--- config.mk ---
export PLATFORM = sky130hd
export DESIGN_NAME = fracdiv_gated
export DESIGN_NICKNAME = d
export VERILOG_FILES = /design/src/rtl/fracdiv_pkg.sv /design/src/rtl/fracdiv_clamp.sv /design/src/rtl/fracdiv_accum.sv /design/src/rtl/fracdiv_ctrl.sv /design/src/rtl/fracdiv_gated.sv
export SDC_FILE = /design/constraint.sdc
export NUM_CORES = 1
export LEC_CHECK = 0
export ABC_CLOCK_PERIOD_IN_PS = 2300
export CAP_MARGIN = 20
export CORE_MARGIN = 3
export CORE_UTILIZATION = 27
export CTS_CLUSTER_DIAMETER = 40
export DETAILED_ROUTE_END_ITERATION = 12
export PLACE_DENSITY_LB_ADDON = 0.1
export SETUP_SLACK_MARGIN = 0.2
export SLEW_MARGIN = 20
export SYNTH_ARGS = -nofsm -noshare
export SYNTH_HDL_FRONTEND = slang
export SYNTH_SLANG_ARGS = --single-unit
--- constraint.sdc ---
create_clock -name clk -period 2.3 [get_ports clk]
set_input_delay 0.46 -clock clk [delete_from_list [all_inputs] [get_ports clk]]
set_output_delay 0.46 -clock clk [all_outputs]
set_load 0.005 [all_outputs]
--- src/rtl/fracdiv_pkg.sv ---
package fracdiv_pkg;
    // Fixed numerator added per reference cycle
    localparam int FD_STEP    = 18;
    // Legal divide range
    localparam int FD_DIV_MIN = 18;
    localparam int FD_DIV_MAX = 35;
    // Width of the divide field
    localparam int FD_DIV_W   = 6;
endpackage

--- src/rtl/fracdiv_clamp.sv ---
module fracdiv_clamp #(
    parameter int W   = 6,
    parameter int MIN = 18,
    parameter int MAX = 35
) (
    input  logic [W-1:0] raw_i,
    output logic [W-1:0] lim_o
);
    localparam logic [W-1:0] LO = W'(MIN);
    localparam logic [W-1:0] HI = W'(MAX);

    always_comb begin
        if (raw_i < LO) begin
            lim_o = LO;
        end else if (raw_i > HI) begin
            lim_o = HI;
        end else begin
            lim_o = raw_i;
        end
    end
endmodule

--- src/rtl/fracdiv_accum.sv ---
module fracdiv_accum #(
    parameter int STEP  = 18,
    parameter int DIV_W = 6,
    parameter int ACC_W = 6
) (
    input  logic             clk,
    input  logic             rst_n,
    input  logic             run_i,
    input  logic [DIV_W-1:0] div_i,
    output logic             wrap_o,
    output logic             pulse_o
);
    typedef struct packed {
        logic [ACC_W-1:0] acc;
        logic             pulse;
    } acc_st_t;

    acc_st_t st_d, st_q;
    logic [ACC_W-1:0] sum;
    logic [ACC_W-1:0] div_ext;
    logic             wrap;

    always_comb begin
        div_ext = ACC_W'(div_i);
        sum     = st_q.acc + ACC_W'(STEP);
        wrap    = run_i && (sum >= div_ext);
        st_d    = st_q;
        if (run_i) begin
            st_d.acc = wrap ? (sum - div_ext) : sum;
        end
        st_d.pulse = wrap;
    end

    always_ff @(posedge clk or negedge rst_n) begin
        if (!rst_n) begin
            st_q <= '0;
        end else begin
            st_q <= st_d;
        end
    end

    assign wrap_o  = wrap;
    assign pulse_o = st_q.pulse;

    // Phase must stay below the active divide value
    p_acc_below_div_r2: assert property (@(posedge clk) disable iff (!rst_n)
        st_q.acc < div_ext);

    // Gated cycle yields no pulse next cycle
    p_gate_no_pulse_r3: assert property (@(posedge clk) disable iff (!rst_n)
        !run_i |=> !pulse_o);

    // Gated cycle keeps the phase
    p_gate_freeze_r3: assert property (@(posedge clk) disable iff (!rst_n)
        !run_i |=> $stable(st_q.acc));
endmodule

--- src/rtl/fracdiv_ctrl.sv ---
module fracdiv_ctrl #(
    parameter int DIV_W = 6,
    parameter int MIN   = 18,
    parameter int MAX   = 35
) (
    input  logic             clk,
    input  logic             rst_n,
    input  logic             wr_en_i,
    input  logic [DIV_W-1:0] wr_val_i,
    input  logic             gate_wr_en_i,
    input  logic             gate_wr_val_i,
    input  logic             wrap_i,
    output logic [DIV_W-1:0] div_o,
    output logic             gate_o,
    output logic             stable_o
);
    localparam logic [DIV_W-1:0] RST_DIV = DIV_W'(MIN);
    localparam logic [DIV_W-1:0] LO      = DIV_W'(MIN);
    localparam logic [DIV_W-1:0] HI      = DIV_W'(MAX);

    typedef struct packed {
        logic [DIV_W-1:0] div;
        logic [DIV_W-1:0] pend;
        logic             pend_vld;
        logic             gate;
        logic             stable;
    } ctrl_st_t;

    ctrl_st_t st_d, st_q;

    always_comb begin
        st_d = st_q;
        // Load pending value only at a wrap
        if (wrap_i && st_q.pend_vld) begin
            st_d.div      = st_q.pend;
            st_d.stable   = ~st_q.stable;
            st_d.pend_vld = 1'b0;
        end
        // A fresh write always lands in the pending slot
        if (wr_en_i) begin
            st_d.pend     = wr_val_i;
            st_d.pend_vld = 1'b1;
        end
        if (gate_wr_en_i) begin
            st_d.gate = gate_wr_val_i;
        end
    end

    always_ff @(posedge clk or negedge rst_n) begin
        if (!rst_n) begin
            st_q.div      <= RST_DIV;
            st_q.pend     <= RST_DIV;
            st_q.pend_vld <= 1'b0;
            st_q.gate     <= 1'b0;
            st_q.stable   <= 1'b0;
        end else begin
            st_q <= st_d;
        end
    end

    assign div_o    = st_q.div;
    assign gate_o   = st_q.gate;
    assign stable_o = st_q.stable;

    // Stable bit flips only on a load of a pending value
    p_stable_on_load_r4: assert property (@(posedge clk) disable iff (!rst_n)
        !$stable(st_q.stable) |-> $past(wrap_i && st_q.pend_vld));

    // Gated state leaves stable bit and divide value alone
    p_gate_no_flip_r5: assert property (@(posedge clk) disable iff (!rst_n)
        st_q.gate |=> $stable(st_q.stable) && $stable(st_q.div));

    // Active and pending values stay inside the legal range
    p_div_range_r6: assert property (@(posedge clk) disable iff (!rst_n)
        (st_q.div >= LO) && (st_q.div <= HI));
    p_pend_range_r6: assert property (@(posedge clk) disable iff (!rst_n)
        st_q.pend_vld |-> (st_q.pend >= LO) && (st_q.pend <= HI));

    // Divide value changes only at a wrap
    p_load_at_wrap_r7: assert property (@(posedge clk) disable iff (!rst_n)
        !$stable(st_q.div) |-> $past(wrap_i));
endmodule

--- src/rtl/fracdiv_gated.sv ---
module fracdiv_gated
    import fracdiv_pkg::*;
#(
    parameter int STEP    = FD_STEP,
    parameter int DIV_MIN = FD_DIV_MIN,
    parameter int DIV_MAX = FD_DIV_MAX,
    parameter int DIV_W   = FD_DIV_W
) (
    input  logic             clk,
    input  logic             rst_n,
    input  logic             div_wr_en,
    input  logic [DIV_W-1:0] div_wr_val,
    input  logic             gate_wr_en,
    input  logic             gate_wr_val,
    output logic             clk_en_o,
    output logic             gate_o,
    output logic [DIV_W-1:0] div_active_o,
    output logic             stable_o
);
    // Accumulator must hold up to DIV_MAX-1+STEP
    localparam int ACC_RAW = $clog2(DIV_MAX + STEP);
    localparam int ACC_W   = (ACC_RAW > DIV_W) ? ACC_RAW : DIV_W;

    logic [DIV_W-1:0] wr_lim;
    logic [DIV_W-1:0] div_cur;
    logic             gate_cur;
    logic             wrap;

    fracdiv_clamp #(
        .W   (DIV_W),
        .MIN (DIV_MIN),
        .MAX (DIV_MAX)
    ) i_clamp (
        .raw_i (div_wr_val),
        .lim_o (wr_lim)
    );

    fracdiv_ctrl #(
        .DIV_W (DIV_W),
        .MIN   (DIV_MIN),
        .MAX   (DIV_MAX)
    ) i_ctrl (
        .clk           (clk),
        .rst_n         (rst_n),
        .wr_en_i       (div_wr_en),
        .wr_val_i      (wr_lim),
        .gate_wr_en_i  (gate_wr_en),
        .gate_wr_val_i (gate_wr_val),
        .wrap_i        (wrap),
        .div_o         (div_cur),
        .gate_o        (gate_cur),
        .stable_o      (stable_o)
    );

    fracdiv_accum #(
        .STEP  (STEP),
        .DIV_W (DIV_W),
        .ACC_W (ACC_W)
    ) i_accum (
        .clk     (clk),
        .rst_n   (rst_n),
        .run_i   (~gate_cur),
        .div_i   (div_cur),
        .wrap_o  (wrap),
        .pulse_o (clk_en_o)
    );

    assign gate_o       = gate_cur;
    assign div_active_o = div_cur;

    // Full rate at the smallest divide value
    p_full_rate_r8: assert property (@(posedge clk) disable iff (!rst_n)
        (!gate_cur && div_cur == DIV_W'(DIV_MIN)) |=> clk_en_o);
endmodule

==> reports/metrics.cfg <==
[layout]
seq_area_um2 = 556
nFillCells = 482
final_cell_mix = 19 x clkdlybuf4s50_1, 18 x dfrtp_1, 16 x inv_1, 10 x buf_4
instances_no_fill = 229
syn_to_final_growth_pct = 40.4
final_nets = 182
final_common_cell = clkdlybuf4s50_1
multi_input_area_um2 = 871
num_antenna_cells = 0
final_layout_size_suffix_gt1_share_pct = 28.4

[clock_network]
htreeDepth = 1
clockRootBuffer = clkbuf_8
cts.sinks = 22
clk_pin_slew_worst_paths_ns = 0.08
tritoncts = yes
cts_buffers = 3
insertion_delay_ns = 0.26
clock_path_buffers = 2

[synth]
yosysSeqAreaShare_pct = 40.7
syn_area_mm2 = 0.00136
synth-edff-count = 0
yosysWarnings = 0
synth_seq_cells = 22
ys_types = 38
syn-mean-instance-area_um2 = 10.2
ys.flop_type = dfrtp_1
synth_nets = 153
synth_cells = 134
async_reset_ff_share_pct = 100

[grt]
antenna_found_initial = 0
grt_pass1_vias = 1040
grt_pass1_wl_um = 4890
gr-total-overflow = 0
track_usage_pct = 10.2
grt_max_degree = 23

[floorplan]
die_area_mm2 = 0.00594
die_y_um = 77.1
core_mm2 = 0.00482
pin_count = 20
die_w_um = 77.1
fp-row-count = 25
initial_utilization_pct = 28.3

[drt]
drt_wl_total_um = 3000
drt_iter0_markers = 50
wl_met1_um = 1340
viasPerCell = 4.55
route.detailed.drc = 0
dr.pass1.iters = 4
wl_per_cell_um = 13.1
top_layer = met4
wl_met3_um = 112
wl_met2_um = 1520
route.antenna.remaining_nets = 0
num_vias = 1041

[worst_setup_path]
worstPathRequired_ns = 2.44
critPathKind = register to register
critPathArrivalTime_ns = 2.33
critPathMaxFanout = 6
critPathCaptureType = register
critical_path.startpoint_type = register

[place]
place_inst = 219
finalWeightedCongestion = 0.939
hpwl_um = 2180
port_buffers = 19

[sta]
tightest_slew_ns = 0.524
finalSetupViolCount = 0
fin_worst_skew_ns = 0.00975
hold_viol_final = 0
period_share_pct = 95.2
maxSlewHeadroom_pct = 64.7
rsz0062_at_grt = yes
fin_crit_ns = 2.19
clock.fmax_mhz = 457
drv_slew = 0

[status]
outcome = complete, no violations

[flow_run]
maxCapViolations = 0

[hold_path]
hold_class = register to register

-- timing repair --
action                                  CTS  global route
pin swaps                                 4            10
hold buffers                              0             0
buffers inserted                          4             2
endpoints found under the setup margin   15            15
resized for setup                         7            23
-- worst paths after layout --
kind / end / start / cells after the start / slack (ns)
min in group asynchronous: i_ctrl.st_q[2]$_DFFE_PN0P_ / rst_n / 2 / 0.54
max: i_ctrl.div_o[5]$_DFFE_PN0P_ / i_accum.st_q[2]$_DFFE_PN0N_ / 8 / 0.11
min reg2reg: i_ctrl.div_o[4]$_DFFE_PN1P_ / i_ctrl.st_q[7]$_DFFE_PN1P_ / 2 / 0.49
min: i_ctrl.div_o[4]$_DFFE_PN1P_ / i_ctrl.st_q[7]$_DFFE_PN1P_ / 2 / 0.49
max in group asynchronous: i_ctrl.st_q[7]$_DFFE_PN1P_ / rst_n / 2 / 1.47
max reg2reg: i_ctrl.div_o[5]$_DFFE_PN0P_ / i_accum.st_q[2]$_DFFE_PN0N_ / 8 / 0.11
-- through the flow --
step / instance area (um^2) / setup slack (ns) / hold WS, ns / util (%) / TNS (ns)
final: 1910 / 0.111 / 0.490 / 39.7 / 0
after global routing: 1910 / 0.0230 / 0.506 / 39.7 / 0
after CTS: 1760 / 0.0620 / 0.480 / 36.5 / 0
after detailed placement: 1650 / -0.00786 / 0.468 / 34.3 / -0.0154
after global placement: 1650 / 0.0398 / 0.470 / 34.3 / 0
after floorplan: 1380 / 0.0766 / 0.164 / - / 0
-- cell families (layout without fill, tap and decap cells) --
kind of cell,count (synthesis),count (layout),share of synthesized area [%]
compound gates,29,29,15.8
xor+xnor,6,6,3.85
fa+ha+maj,8,8,7.89
buf+inv,24,52,8.26
flops,22,22,40.7
mux,11,11,9.36
simple gates,34,34,14.1
-- registers in the layout (all words and copies together) (netlist names) --
register         cells
i_ctrl.div_o         6
i_ctrl.st_q          7
i_ctrl.stable_o      1
i_accum.st_q         6
i_ctrl.gate_o        1
i_accum.pulse_o      1
-- synthesized netlist by cell type (all sizes together) (2+ instances only) --
cell type	number	area, um^2
o21ai	5	25.0
mux2i	6	60.1
nor2	8	30.0
nand3b	2	27.5
xor2	2	17.5
or3b	2	17.5
clkbuf	2	7.51
o22ai	2	12.5
o221ai	2	35.0
nand2	9	33.8
dfrtp	18	450
nand2b	6	37.5
nand3	3	15.0
xnor2	4	35.0
dfstp	4	105
a211o	2	17.5
o31a	3	26.3
mux2	5	67.6
a21o	2	15.0
inv	16	60.1
buf	6	45.0
a21oi	7	35.0
ha	7	87.6
-- routing by layer --
layer  global-route usage [%]  vias up
li1                         -      515
met1                     11.8      503
met2                     18.6       21
met3                     2.70        2
met4                     2.49        0
met5                        0        -
-- cell type report --
type,count,area share [%]
multi-input cells,88,45.5
flip-flops and latches,22,29.0
repair buffers,32,15.6
well taps,67,4.38
inverters,16,3.14
clock buffers,4,2.35
-- worst max-delay path: stages, from the launching register on --
cell and delay, ns:
dfrtp_1 0.43, ha_4 0.19, a21oi_4 0.18, xnor2_2 0.10, ha_4 0.34, nand4_4 0.11, o221ai_4 0.23, nand3b_4 0.16
mux2_4 0.32
Power is left out: the tool's default activity adds up to more than one toggle a clock period on the data nets, which glitch-free logic cannot reach.
